===== src/rtl/serfmt_rx_pkg.sv =====
package serfmt_rx_pkg;

    // Line format word; field positions are shared with the transmitter.
    typedef struct packed {
        logic       stick;     // [5]
        logic       even;      // [4]
        logic       par_en;    // [3]
        logic       two_stop;  // [2] transmit only
        logic [1:0] wlen;      // [1:0] 5..8 data bits
    } line_fmt_t;

    typedef enum logic [2:0] {
        ST_IDLE,
        ST_START,
        ST_DATA,
        ST_PAR,
        ST_STOP
    } rx_state_e;

    typedef struct packed {
        logic [7:0] data;
        logic       perr;
        logic       ferr;
        logic       brk;
    } rx_result_t;

    // Index of the last data bit for a length code.
    function automatic logic [2:0] last_bit_idx(input logic [1:0] wlen);
        return {1'b0, wlen} + 3'd4;
    endfunction

    // Parity bit the receiver expects; unused data bits are zero.
    function automatic logic expected_parity(input logic [7:0] d, input line_fmt_t f);
        if (f.stick) return ~f.even;
        return f.even ? (^d) : ~(^d);
    endfunction

endpackage


===== src/rtl/serfmt_rx_sync.sv =====
module serfmt_rx_sync #(
    parameter int STAGES = 2
) (
    input  logic clk,
    input  logic rst,
    input  logic din,
    output logic dout
);
    logic [STAGES-1:0] q;

    generate
        if (STAGES == 1) begin : g_one
            always_ff @(posedge clk) begin
                if (rst) q <= '1;
                else     q <= din;
            end
        end else begin : g_chain
            always_ff @(posedge clk) begin
                if (rst) q <= '1;
                else     q <= {q[STAGES-2:0], din};
            end
        end
    endgenerate

    assign dout = q[STAGES-1];
endmodule


===== src/rtl/serfmt_rx_ctrl.sv =====
module serfmt_rx_ctrl
    import serfmt_rx_pkg::*;
#(
    parameter int OVS = 16
) (
    input  logic       clk,
    input  logic       rst,
    input  logic       rx_s,
    input  logic       tick,
    input  line_fmt_t  fmt,
    output logic       done,
    output rx_result_t res
);
    localparam int CW = $clog2(OVS);
    localparam logic [CW-1:0] MID_C  = CW'(OVS / 2 - 1);
    localparam logic [CW-1:0] LAST_C = CW'(OVS - 1);

    rx_state_e  state;
    logic [CW-1:0] cnt;
    logic [2:0] idx;
    logic [7:0] shreg;
    line_fmt_t  fmt_q;
    logic       seen_high;
    logic       perr_q;
    logic       rx_prev;

    wire sample_pt = tick && (cnt == LAST_C);

    always_ff @(posedge clk) begin
        if (rst) begin
            state     <= ST_IDLE;
            cnt       <= '0;
            idx       <= '0;
            shreg     <= '0;
            fmt_q     <= '0;
            seen_high <= 1'b0;
            perr_q    <= 1'b0;
            rx_prev   <= 1'b1;
            done      <= 1'b0;
            res       <= '0;
        end else begin
            done    <= 1'b0;
            rx_prev <= rx_s;
            case (state)
                ST_IDLE: begin
                    if (rx_prev && !rx_s) begin
                        state <= ST_START;
                        cnt   <= '0;
                        fmt_q <= fmt;
                    end
                end
                ST_START: begin
                    if (tick) begin
                        if (cnt == MID_C) begin
                            if (rx_s) begin
                                state <= ST_IDLE;
                            end else begin
                                state     <= ST_DATA;
                                cnt       <= '0;
                                idx       <= '0;
                                shreg     <= '0;
                                seen_high <= 1'b0;
                                perr_q    <= 1'b0;
                            end
                        end else begin
                            cnt <= cnt + CW'(1);
                        end
                    end
                end
                ST_DATA: begin
                    if (sample_pt) begin
                        cnt        <= '0;
                        shreg[idx] <= rx_s;
                        seen_high  <= seen_high | rx_s;
                        if (idx == last_bit_idx(fmt_q.wlen))
                            state <= fmt_q.par_en ? ST_PAR : ST_STOP;
                        else
                            idx <= idx + 3'd1;
                    end else if (tick) begin
                        cnt <= cnt + CW'(1);
                    end
                end
                ST_PAR: begin
                    if (sample_pt) begin
                        cnt       <= '0;
                        seen_high <= seen_high | rx_s;
                        perr_q    <= rx_s != expected_parity(shreg, fmt_q);
                        state     <= ST_STOP;
                    end else if (tick) begin
                        cnt <= cnt + CW'(1);
                    end
                end
                ST_STOP: begin
                    if (sample_pt) begin
                        cnt       <= '0;
                        done      <= 1'b1;
                        res.data  <= shreg;
                        res.perr  <= perr_q;
                        res.ferr  <= !rx_s;
                        res.brk   <= !rx_s && !seen_high;
                        state     <= ST_IDLE;
                    end else if (tick) begin
                        cnt <= cnt + CW'(1);
                    end
                end
                default: state <= ST_IDLE;
            endcase
        end
    end

    // a 5-bit character never carries upper bits
    a_r1_upper_zero: assert property (@(posedge clk) disable iff (rst)
        (done && fmt_q.wlen == 2'b00) |-> (res.data[7:5] == 3'b000));

    // high at start midpoint returns to idle
    a_r7_glitch_idle: assert property (@(posedge clk) disable iff (rst)
        (state == ST_START && tick && cnt == MID_C && rx_s) |=> (state == ST_IDLE));

    // after the single stop sample the receiver is idle, even with two stops set
    a_r4_single_stop: assert property (@(posedge clk) disable iff (rst)
        (state == ST_STOP && sample_pt && fmt_q.two_stop) |=> (state == ST_IDLE));

    // no parity error without parity
    a_r11_no_perr: assert property (@(posedge clk) disable iff (rst)
        (done && !fmt_q.par_en) |-> !res.perr);

    // break implies framing error
    a_r6_brk_ferr: assert property (@(posedge clk) disable iff (rst)
        (done && res.brk) |-> res.ferr);
endmodule


===== src/rtl/serfmt_rx_flags.sv =====
module serfmt_rx_flags
    import serfmt_rx_pkg::*;
(
    input  logic       clk,
    input  logic       rst,
    input  logic       done,
    input  rx_result_t res,
    input  logic       rd,
    output rx_result_t held,
    output logic       ready,
    output logic       ovr
);
    always_ff @(posedge clk) begin
        if (rst) begin
            held  <= '0;
            ready <= 1'b0;
            ovr   <= 1'b0;
        end else if (done) begin
            held  <= res;
            ready <= 1'b1;
            ovr   <= ready && !rd;
        end else if (rd) begin
            ready <= 1'b0;
            ovr   <= 1'b0;
        end
    end

    // completion raises data-ready
    a_r8_ready_set: assert property (@(posedge clk) disable iff (rst)
        done |=> ready);

    // a read without completion clears data-ready
    a_r8_read_clear: assert property (@(posedge clk) disable iff (rst)
        (rd && !done) |=> !ready);

    // overrun only rises over an unread character
    a_r9_ovr_cause: assert property (@(posedge clk) disable iff (rst)
        $rose(ovr) |-> $past(ready));
endmodule


===== src/rtl/serfmt_rx.sv =====
module serfmt_rx
    import serfmt_rx_pkg::*;
#(
    parameter int OVS         = 16,
    parameter int SYNC_STAGES = 2
) (
    input  logic       clk,
    input  logic       rst,
    input  logic       rx_in,
    input  logic       tick16,
    input  logic [5:0] line_ctl,
    input  logic       rd_strobe,
    output logic [7:0] rx_byte,
    output logic       data_ready,
    output logic       parity_err,
    output logic       framing_err,
    output logic       break_det,
    output logic       overrun
);
    logic       rx_s;
    logic       done;
    rx_result_t res;
    rx_result_t held;

    serfmt_rx_sync #(.STAGES(SYNC_STAGES)) u_sync (
        .clk  (clk),
        .rst  (rst),
        .din  (rx_in),
        .dout (rx_s)
    );

    serfmt_rx_ctrl #(.OVS(OVS)) u_ctrl (
        .clk  (clk),
        .rst  (rst),
        .rx_s (rx_s),
        .tick (tick16),
        .fmt  (line_fmt_t'(line_ctl)),
        .done (done),
        .res  (res)
    );

    serfmt_rx_flags u_flags (
        .clk   (clk),
        .rst   (rst),
        .done  (done),
        .res   (res),
        .rd    (rd_strobe),
        .held  (held),
        .ready (data_ready),
        .ovr   (overrun)
    );

    assign rx_byte     = held.data;
    assign parity_err  = held.perr;
    assign framing_err = held.ferr;
    assign break_det   = held.brk;
endmodule


===== config.mk =====
export PLATFORM = sky130hd
export DESIGN_NAME = serfmt_rx
export DESIGN_NICKNAME = d
export VERILOG_FILES = /design/src/rtl/serfmt_rx_pkg.sv /design/src/rtl/serfmt_rx_sync.sv /design/src/rtl/serfmt_rx_ctrl.sv /design/src/rtl/serfmt_rx_flags.sv /design/src/rtl/serfmt_rx.sv
export SDC_FILE = /design/constraint.sdc
export NUM_CORES = 1
export LEC_CHECK = 0
export ABC_CLOCK_PERIOD_IN_PS = 4400
export BUFFER_PORTS_ARGS = -buffer_cell sky130_fd_sc_hd__buf_2
export CORE_ASPECT_RATIO = 1.5
export CORE_MARGIN = 10
export CORE_UTILIZATION = 55
export DETAILED_ROUTE_END_ITERATION = 10
export PLACE_DENSITY = 0.78
export SLEW_MARGIN = 0
export SYNTH_ARGS = -nofsm -noshare
export SYNTH_HDL_FRONTEND = slang
export SYNTH_SLANG_ARGS = --single-unit

===== constraint.sdc =====
create_clock -name clk -period 4.4 [get_ports clk]
set_input_delay 0.22 -clock clk [delete_from_list [all_inputs] [get_ports clk]]
set_output_delay 0.22 -clock clk [all_outputs]
set_load 0.05 [all_outputs]

==> run_results.csv, run 1 <==
group,metric,value,unit
routing,drt_wl_total,4.63,mm
run_status,outcome,"complete, no violations",
routing,drtIter0Drc,119,
power,vdd_ir_drop_max,229,µV
placed_design,dp_hpwl,3.32,mm
finish,drive_gt1_share,14.6,%
clock_tree,cts.clk_slew.worst_paths,0.10,ns
floorplanning,coreArea,4280,µm²
timing,rsz0062_at_grt,"no",
finish,layout_commonest_cell,"dfxtp_1",
clock_tree,htree_levels,2,
worst_setup_path,cp_common_cell,"o21ai_1",
routing,route.detailed.drc,0,
timing,drv_slew,0,
worst_setup_path,crit_chain,"or3b_4 > a311oi_1 > o21ai_1 > o21ai_1 > a21oi_1",
synth,postSynthCellCount,277,
timing,fin_ws,2.16,ns
synth,yosysSeqAreaShare,43.2,%
worst_setup_path,critPathSlowestCell,"dfxtp_1",
clock_tree,clockBufferDepth,2,
worst_setup_path,crit_fanout,20,
floorplanning,pin_count,24,
synth,synthesis.nets,290,
synth,syn-cell-area,2450,µm²
timing,finClkSkew,0.0121,ns
global_route,grt_usage,13.3,%
global_route,grt_pass1_wl,8.14,mm
synth,ys.flop_type,"dfxtp_1",
worst_setup_path,critPathTopFamily,"compound AO/OA/AOI/OAI gates",
flow_run,maxCapViolCount,0,
worst_setup_path,crit_arrival,2.39,ns
finish,final.fill_count,367,
finish,syn_to_final_growth,6.63,%
timing,finalSetupViolations,0,
power,p_leak,1.02,nW
synth,synth_seq_cells,53,
synth,synth.distinct_cells,45,
clock_tree,post-cts-setup-buffer-count,0,
placed_design,pre_cts_ws,2.20,ns
timing,fmax,446,MHz
routing,antenna_left,0,
floorplanning,fp.dieW,74.5,µm
clock_tree,postCtsHoldBufs,0,
global_route,grt_pass1_vias,1840,
routing,vias,1934,
synth,yosysWarnings,0,
timing,tightest_slew,0.922,ns
power,p_per_area,338,nW/µm²
finish,layout.nets,299,
timing,slew_headroom,38.5,%
routing,avgRoutedWirePerCell,13.9,µm
finish,num_antenna_cells,0,
worst_setup_path,path_class,"reg -> reg",
routing,first_pass_iters,4,
floorplanning,die_h,102,µm
global_route,antenna_found_initial,0,
clock_tree,root_buffer,"clkbuf_8",
synth,synth_edf_count,0,
worst_setup_path,critPathRequiredTime,4.55,ns
timing,post-route-period-util,51.0,%
worst_setup_path,cp-start-kind,"flip-flop",
floorplanning,die_area,7590,µm²
finish,most-common-layout-cells,"dfxtp_1 (53), nor2_1 (43), mux2i_1 (28)",
floorplanning,rows,29,
routing,viasPerCell,5.81,
placed_design,gp_congestion,0.912,
synth,synthArstFlopShare,0,%
finish,final_core_util,61.1,%
timing,final-hold-violation-count,0,
global_route,grt_max_degree,55,
global_route,gr-total-overflow,0,
clock_tree,cts_tree,"done",
placed_design,dp.cells,325,
timing,finalCriticalPeriod,2.24,ns
clock_tree,clk_latency,0.31,ns
clock_tree,numCtsBuffers,5,
placed_design,port_buffers,22,
finish,fin_cells,333,
worst_setup_path,worst-path-buf-inv,0,
floorplanning,start_util,57.3,%
clock_tree,cts-resized-gates,0,
worst_setup_path,critPathMaxStageDelay,0.72,ns
timing,setup-tns-final,0,ns
worst_setup_path,worstSetupEndpointType,"flip-flop",
synth,syn_avg_cell_area,8.86,µm²
clock_tree,clock-sinks,53,
hold_path,hp-class,"in -> reg",
## routing by layer
layer	vias to the layer above	GRT usage [%]	routed length, µm	share of wire [%]
met3	9	3.42	197	4.3
met5	-	0	0	0
li1	985	-	-	-
met2	37	23.1	2390	52
met4	0	5.26	84	1.8
met1	903	14.9	1960	42
## worst register-to-register path, cell delays in order, from the launching register on
cell and delay, ns:
dfxtp_1 0.72, or3b_4 0.55, a311oi_1 0.43, o21ai_1 0.16
o21ai_1 0.15, a21oi_1 0.07
## stage by stage
stage,area [µm²],hold slack (ns),power [W]
floorplan,2450,0.299,0.000597
detailed placement,2530,0.406,0.000619
global placement,2530,0.396,0.000617
CTS,2620,0.0740,0.000890
finish,2620,0.0768,0.000884
global route,2620,0.0784,0.000927
## worst paths after layout
kind	to	slack (ns)	cells after the start	start
worst max-delay path	u_ctrl.idx[2]	2.16	5	u_ctrl.state[1]
worst min-delay path	u_flags.ovr	0.08	2	rd_strobe
worst max register to register	u_ctrl.idx[2]	2.16	5	u_ctrl.state[1]
worst min register to register	u_sync.q[1]	0.43	1	u_sync.q[0]
## cell families (layout without fill, tap and decap cells)
kind of cell               Yosys count  after routing  share of synthesized area, %
and+or+nand+nor                     99             99                          21.4
AOI/OAI and AO/OA                   59             59                          14.3
DFF                                 53             53                          43.2
muxes                               28             28                          11.4
buffers and inverters               25             35                          4.64
xor gates and xnor gates            11             11                          3.93
adders and majority gates            2              2                          1.02
## report_power, final
group,switching [W],internal [W]
sequential,0.0000173,0.000488
combinational,0.0000624,0.0000414
clock,0.000162,0.000113
total,0.000242,0.000642
## flip-flops by register name, summed over array words and instances, names as in the netlist, 2 cells and up
signal,count
u_ctrl.cnt,4
u_flags.held,11
u_ctrl.fmt_q,5
u_ctrl.res,11
u_sync.q,2
u_ctrl.shreg,8
u_ctrl.idx,3
u_ctrl.state,3
## Yosys cell counts (2+ instances only)
master / n / share of area, %
o21ai_1: 11 / 2.2
o21ai_0: 5 / 1.0
nor3_1: 6 / 1.2
xnor2_1: 11 / 3.9
buf_2: 7 / 1.4
or2_2: 4 / 1.0
nand3b_1: 2 / 0.61
nor2_1: 43 / 6.6
o21a_1: 2 / 0.61
mux2i_1: 28 / 11
a31oi_1: 4 / 1.0
nor2b_1: 4 / 1.0
nand2b_1: 2 / 0.51
dfxtp_1: 53 / 43
inv_1: 5 / 0.76
or3_1: 3 / 0.76
clkbuf_1: 10 / 1.5
nand2_1: 12 / 1.8
nand3_1: 11 / 2.2
ha_1: 2 / 1.0
nor4_2: 2 / 1.0
a21oi_1: 27 / 5.5
## cell type report
type                    instances  area [µm²]  share of cell area, %
clock buffers                   5        68.8                   2.63
clock inverters                 3        21.3                  0.813
inverters                       5        18.8                  0.717
multi-input cells             199        1280                   48.9
flip-flops and latches         53        1060                   40.6
well taps                      46        57.6                   2.20
repair buffers                 22         110                   4.21
Power figures use the tool's default switching activity.
==> inputs of run 2 (changes only) <==
ABC_CLOCK_PERIOD_IN_PS = 2200   (was 4400)
clock period = 2.2 ns   (was 4.4 ns; I/O delays follow)
==> run 2 against run 1 <==
Effect of this change: sequential share of layout area decreased by 1.3 points; sequential power grew 98%; cell count rose by 3.0%; highest routed layer unchanged.
==> run_results.csv, run 2 (synthesized netlist as in run 1, its figures left out) <==
group,metric,value,unit
timing,setup-tns-final,0,ns
power,p_leak,1.07,nW
routing,avgRoutedWirePerCell,14.2,µm
hold_path,hp-class,"in -> reg",
clock_tree,root_buffer,"clkbuf_8",
power,vdd_ir_drop_max,447,µV
timing,slew_headroom,53.4,%
placed_design,dp.cells,333,
worst_setup_path,endpoint,"u_ctrl.idx[2]",
routing,vias,1965,
global_route,grt_pass1_vias,1879,
finish,multiInputGateArea,1280,µm²
finish,most-common-layout-cells,"dfxtp_1 (53), nor2_1 (43), mux2i_1 (28)",
worst_setup_path,rr_worst_depth,6,
flow_run,maxCapViolCount,0,
timing,finClkSkew,0.00767,ns
global_route,gr-total-overflow,0,
routing,drt_wl_total,4.88,mm
placed_design,port_buffers,22,
run_status,outcome,"complete, no violations",
power,p_per_area,673,nW/µm²
worst_setup_path,crit_fanout,7,
timing,finalCriticalPeriod,1.95,ns
finish,layout.nets,309,
placed_design,dpl-instance-area,2590,µm²
finish,seqCellArea,1060,µm²
timing,post-route-period-util,88.5,%
timing,fmax,514,MHz
routing,viasPerCell,5.73,
clock_tree,cts_tree,"done",
worst_setup_path,path_class,"reg -> reg",
finish,syn_to_final_growth,10.0,%
floorplanning,rows,29,
finish,drive_gt1_share,16.8,%
floorplanning,die_area,7590,µm²
floorplanning,coreArea,4280,µm²
worst_setup_path,startpoint,"u_ctrl.cnt[0]",
worst_setup_path,regToRegSetupSlack,0.25,ns
finish,layout_commonest_cell,"dfxtp_1",
finish,num_antenna_cells,0,
global_route,antenna_found_initial,0,
worst_setup_path,crit_arrival,2.13,ns
timing,rsz0062_at_grt,"no",
routing,route.detailed.drc,0,
routing,antenna_left,0,
timing,fin_ws,0.254,ns
floorplanning,die_h,102,µm
worst_setup_path,worstSetupEndpointType,"flip-flop",
floorplanning,start_util,57.3,%
clock_tree,htree_levels,2,
worst_setup_path,cp-start-kind,"flip-flop",
finish,design_area,2700,µm²
clock_tree,cts.clk_slew.worst_paths,0.10,ns
routing,drtIter0Drc,78,
clock_tree,clock-sinks,53,
global_route,grt_max_degree,30,
routing,first_pass_iters,4,
worst_setup_path,critPathRequiredTime,2.38,ns
clock_tree,clk_latency,0.31,ns
timing,drv_slew,0,
clock_tree,clockBufferDepth,2,
worst_setup_path,timing.rr.end,"u_ctrl.idx[2]",
floorplanning,pin_count,24,
placed_design,gp_congestion,0.956,
global_route,grt_pass1_wl,8.36,mm
placed_design,pre_cts_ws,0.269,ns
worst_setup_path,rr_startpoint,"u_ctrl.cnt[0]",
placed_design,dp_hpwl,3.59,mm
finish,final_core_util,63.1,%
finish,final.fill_count,384,
clock_tree,numCtsBuffers,5,
timing,final-hold-violation-count,0,
finish,fin_cells,343,
floorplanning,fp.dieW,74.5,µm
timing,tightest_slew,0.699,ns
timing,finalSetupViolations,0,
global_route,grt_usage,13.7,%
finish,largest_registers,"u_ctrl.res: 11 flops, u_flags.held: 11 flops, u_ctrl.shreg: 8 flops",
hold_path,hp-start,"line_ctl[1]",
## run 2: worst max-delay path: stages (launching register included)
cell	delay, ns
dfxtp_1	0.38
ha_1	0.32
nand4_2	0.30
a311oi_1	0.45
o21ai_1	0.16
o21ai_1	0.15
a21oi_1	0.07
## run 2: worst min path at each step
stage	endpoint	slack (ns)	cells after the start
after floorplan	u_flags.ovr	0.19	1
after global placement	u_flags.ovr	0.29	2
after detailed placement	u_flags.ovr	0.30	2
after CTS	u_ctrl.fmt_q[1]	0.03	3
after global routing	u_ctrl.fmt_q[3]	0.04	3
final	u_ctrl.fmt_q[1]	0.04	3
## run 2: final cells by class
type | count | share of cell area [%]
Inverter | 5 | 0.695
Clock buffer | 5 | 2.55
Sequential cell | 53 | 39.3
Timing Repair Buffer | 32 | 7.04
Tap cell | 46 | 2.13
Clock inverter | 3 | 0.927
Multi-Input combinational cell | 199 | 47.4
## run 2: timing repair
item | 4_1_cts | 5_1_grt
setup buffers | 0 | 0
hold buffers | 2 | 0
endpoints found under the hold margin | 2 | 0
resized for setup | 0 | 0
## run 2: stage by stage
step	hold slack, ns	total power (W)
6_report	0.0365	0.00182
4_1_cts	0.0345	0.00183
2_1_floorplan	0.189	0.00119
3_5_place_dp	0.299	0.00127
5_1_grt	0.0402	0.00190
3_3_place_gp	0.292	0.00126
## run 2: layer usage
layer	GRT usage, %	up-vias	wire, µm
met5	0	-	0
met1	15.3	919	2030
met4	5.99	0	102
met3	2.54	7	147
li1	-	1008	-
met2	24.3	31	2610
## run 2: power breakdown
part / switching, W / internal (W) / leakage (nW)
clock: 0.000334 / 0.000230 / 0.0447
sequential: 0.0000239 / 0.000976 / 0.428
combinational: 0.000145 / 0.000109 / 0.597
total: 0.000503 / 0.00131 / 1.07
==> inputs of run 3 (changes only) <==
ABC_CLOCK_PERIOD_IN_PS = 1700   (was 2200)
CORE_UTILIZATION = 52   (was 55)
PLACE_DENSITY = 0.77   (was 0.78)
REMOVE_ABC_BUFFERS = 1   (was not set)
SKIP_LAST_GASP = 1   (was not set)
clock period = 1.7 ns   (was 2.2 ns; I/O delays follow)
==> run 3 against run 2 <==
Effect of this change: the run now ends with negative setup slack left; clock skew grew 0.0041 ns; maximum frequency grew 14%; clock power rose by 52%; sequential share of layout area shrank 4.4 points; via count increased by 9.3%; worst setup slack got worse by 0.26 ns; sequential cell count did not move; critical endpoint is now u_ctrl.perr_q; largest cell class unchanged; highest routed layer unchanged.
==> run_results.csv, run 3 (synthesized netlist as in run 1, its figures left out) <==
group,metric,value,unit
worst_setup_path,worstSetupEndpointType,"flip-flop",
global_route,gr-total-overflow,0,
timing,slew_headroom,70.7,%
worst_setup_path,worst-path-buf-inv,1,
finish,num_antenna_cells,0,
floorplanning,rows,30,
floorplanning,start_util,54.0,%
timing,fmax,585,MHz
worst_setup_path,cp-start-kind,"flip-flop",
routing,antenna_left,0,
floorplanning,coreArea,4540,µm²
finish,most-common-layout-cells,"dfxtp_1 (48), nor2_1 (40), buf_4 (31)",
timing,fin_ws,-0.00980,ns
global_route,grt_usage,13.3,%
clock_tree,clockBufferDepth,2,
flow_run,maxCapViolCount,0,
placed_design,dp_hpwl,3.77,mm
timing,tightest_slew,0.436,ns
global_route,grt_max_degree,23,
timing,post-route-period-util,101,%
clock_tree,clock-sinks,53,
finish,final_core_util,67.4,%
worst_setup_path,timing.rr.end,"u_ctrl.perr_q",
timing,whs,0.00861,ns
routing,drtIter0Drc,129,
clock_tree,clk_latency,0.31,ns
timing,final-hold-violation-count,0,
timing,finClkSkew,0.0118,ns
global_route,grt_pass1_vias,2061,
power,vdd_ir_drop_max,494,µV
timing,finalSetupViolations,1,
clock_tree,cts.clk_slew.worst_paths,0.09,ns
worst_setup_path,crit_fanout,7,
routing,first_pass_iters,4,
timing,drv_slew,0,
finish,fin_cells,387,
worst_setup_path,rr_worst_depth,6,
finish,syn_to_final_growth,24.8,%
placed_design,dp.cells,376,
hold_path,hp-class,"in -> reg",
run_status,violations,"negative setup slack",
clock_tree,root_buffer,"clkbuf_8",
clock_tree,numCtsBuffers,5,
floorplanning,die_h,104,µm
worst_setup_path,endpoint,"u_ctrl.perr_q",
timing,rsz0062_at_grt,"yes",
worst_setup_path,critPathRequiredTime,1.94,ns
worst_setup_path,startpoint,"u_ctrl.state[1]",
finish,layout.nets,335,
routing,drt_wl_total,5.52,mm
clock_tree,htree_levels,2,
routing,route.detailed.drc,0,
worst_setup_path,crit_arrival,1.95,ns
worst_setup_path,critPathMaxStageDelay,0.36,ns
worst_setup_path,crit_cells,6,
finish,largest_registers,"u_ctrl.res: 11 flops, u_flags.held: 11 flops, u_ctrl.shreg: 8 flops",
routing,vias,2148,
worst_setup_path,rr_startpoint,"u_ctrl.state[1]",
global_route,grt_pass1_wl,9.03,mm
timing,finalCriticalPeriod,1.71,ns
placed_design,port_buffers,22,
finish,layout_commonest_cell,"dfxtp_1",
worst_setup_path,path_class,"reg -> reg",
floorplanning,fp.dieW,76.1,µm
finish,drive_gt1_share,29.1,%
worst_setup_path,critPathSlowestCell,"a211o_1",
placed_design,gp_congestion,0.866,
clock_tree,cts_tree,"done",
worst_setup_path,critPathTopFamily,"simple AND/OR/NAND/NOR gates",
routing,avgRoutedWirePerCell,14.3,µm
worst_setup_path,crit_chain,"buf_6 > or3_1 > a211o_1 > nor4_2 > mux2i_1 > a21oi_1",
global_route,antenna_found_initial,0,
run_status,outcome,"complete, but fails checks",
routing,viasPerCell,5.55,
worst_setup_path,regToRegSetupSlack,-0.01,ns
floorplanning,pin_count,24,
power,p_leak,1.25,nW
power,p_per_area,835,nW/µm²
floorplanning,die_area,7920,µm²
[run 3: area by class of cell]
| cell class | instances | area, µm² |
|---|---|---|
| inverter | 5 | 18.8 |
| sequential | 53 | 1070 |
| timing repair buffer | 58 | 414 |
| clock inverter | 2 | 38.8 |
| multi-input combinational | 199 | 1370 |
| clock buffer | 6 | 72.6 |
| tap | 64 | 80.1 |
| fill | 364 | 1480 |
[run 3: worst reg2reg max path: cells and delay by family, from the launching register on]
kind            cells  cell delay (ns)
mux                 1             0.10
simple gates        2             0.60
buf+inv             1             0.13
flops               1             0.34
compound gates      2             0.48
[run 3: per-stage QoR]
| step | area, µm² | setup TNS, ns | total power [W] | setup slack, ns |
|---|---|---|---|---|
| 2_1_floorplan | 2360 | -1.04 | 0.00152 | -0.180 |
| 3_3_place_gp | 2810 | -0.517 | 0.00166 | -0.0583 |
| 3_5_place_dp | 2810 | -1.03 | 0.00167 | -0.152 |
| 4_1_cts | 2970 | -0.0444 | 0.00253 | -0.0395 |
| 5_1_grt | 3060 | -0.634 | 0.00265 | -0.0837 |
| 6_report | 3060 | -0.00980 | 0.00256 | -0.00980 |
[run 3: routing by layer]
| layer | up-vias | routed length (µm) | track usage [%] | share of wire, % |
|---|---|---|---|---|
| li1 | 1063 | - | - | - |
| met1 | 1020 | 2170 | 13.2 | 39 |
| met2 | 52 | 2960 | 24.6 | 54 |
| met3 | 13 | 221 | 3.46 | 4.0 |
| met4 | 0 | 175 | 6.53 | 3.2 |
| met5 | - | 0 | 0 | 0 |
[run 3: power by group]
part	leakage [nW]	total, W	switching, W	internal [W]
logic	0.761	0.000412	0.000230	0.000182
registers	0.430	0.00128	0.0000212	0.00126
clock network	0.0554	0.000859	0.000417	0.000442
[run 3: how the worst min path moves through the flow]
stage | start | end | slack [ns] | cells after the start
global route | line_ctl[5] | u_ctrl.fmt_q[5] | 0.01 | 3
CTS | line_ctl[5] | u_ctrl.fmt_q[5] | 0.009 | 3
floorplan | rst | u_ctrl.cnt[0] | 0.15 | 1
finish | line_ctl[4] | u_ctrl.fmt_q[4] | 0.009 | 3
global placement | rd_strobe | u_flags.ovr | 0.27 | 2
detailed placement | rx_in | u_sync.q[0] | 0.27 | 2
[run 3: what timing repair did]
action                     4_1_cts  5_1_grt
hold buffers                     2        0
setup buffers                    0        1
pin swaps                        2        9
resized for setup                9       15
setup endpoints to repair       19       19
hold endpoints to repair         2        0
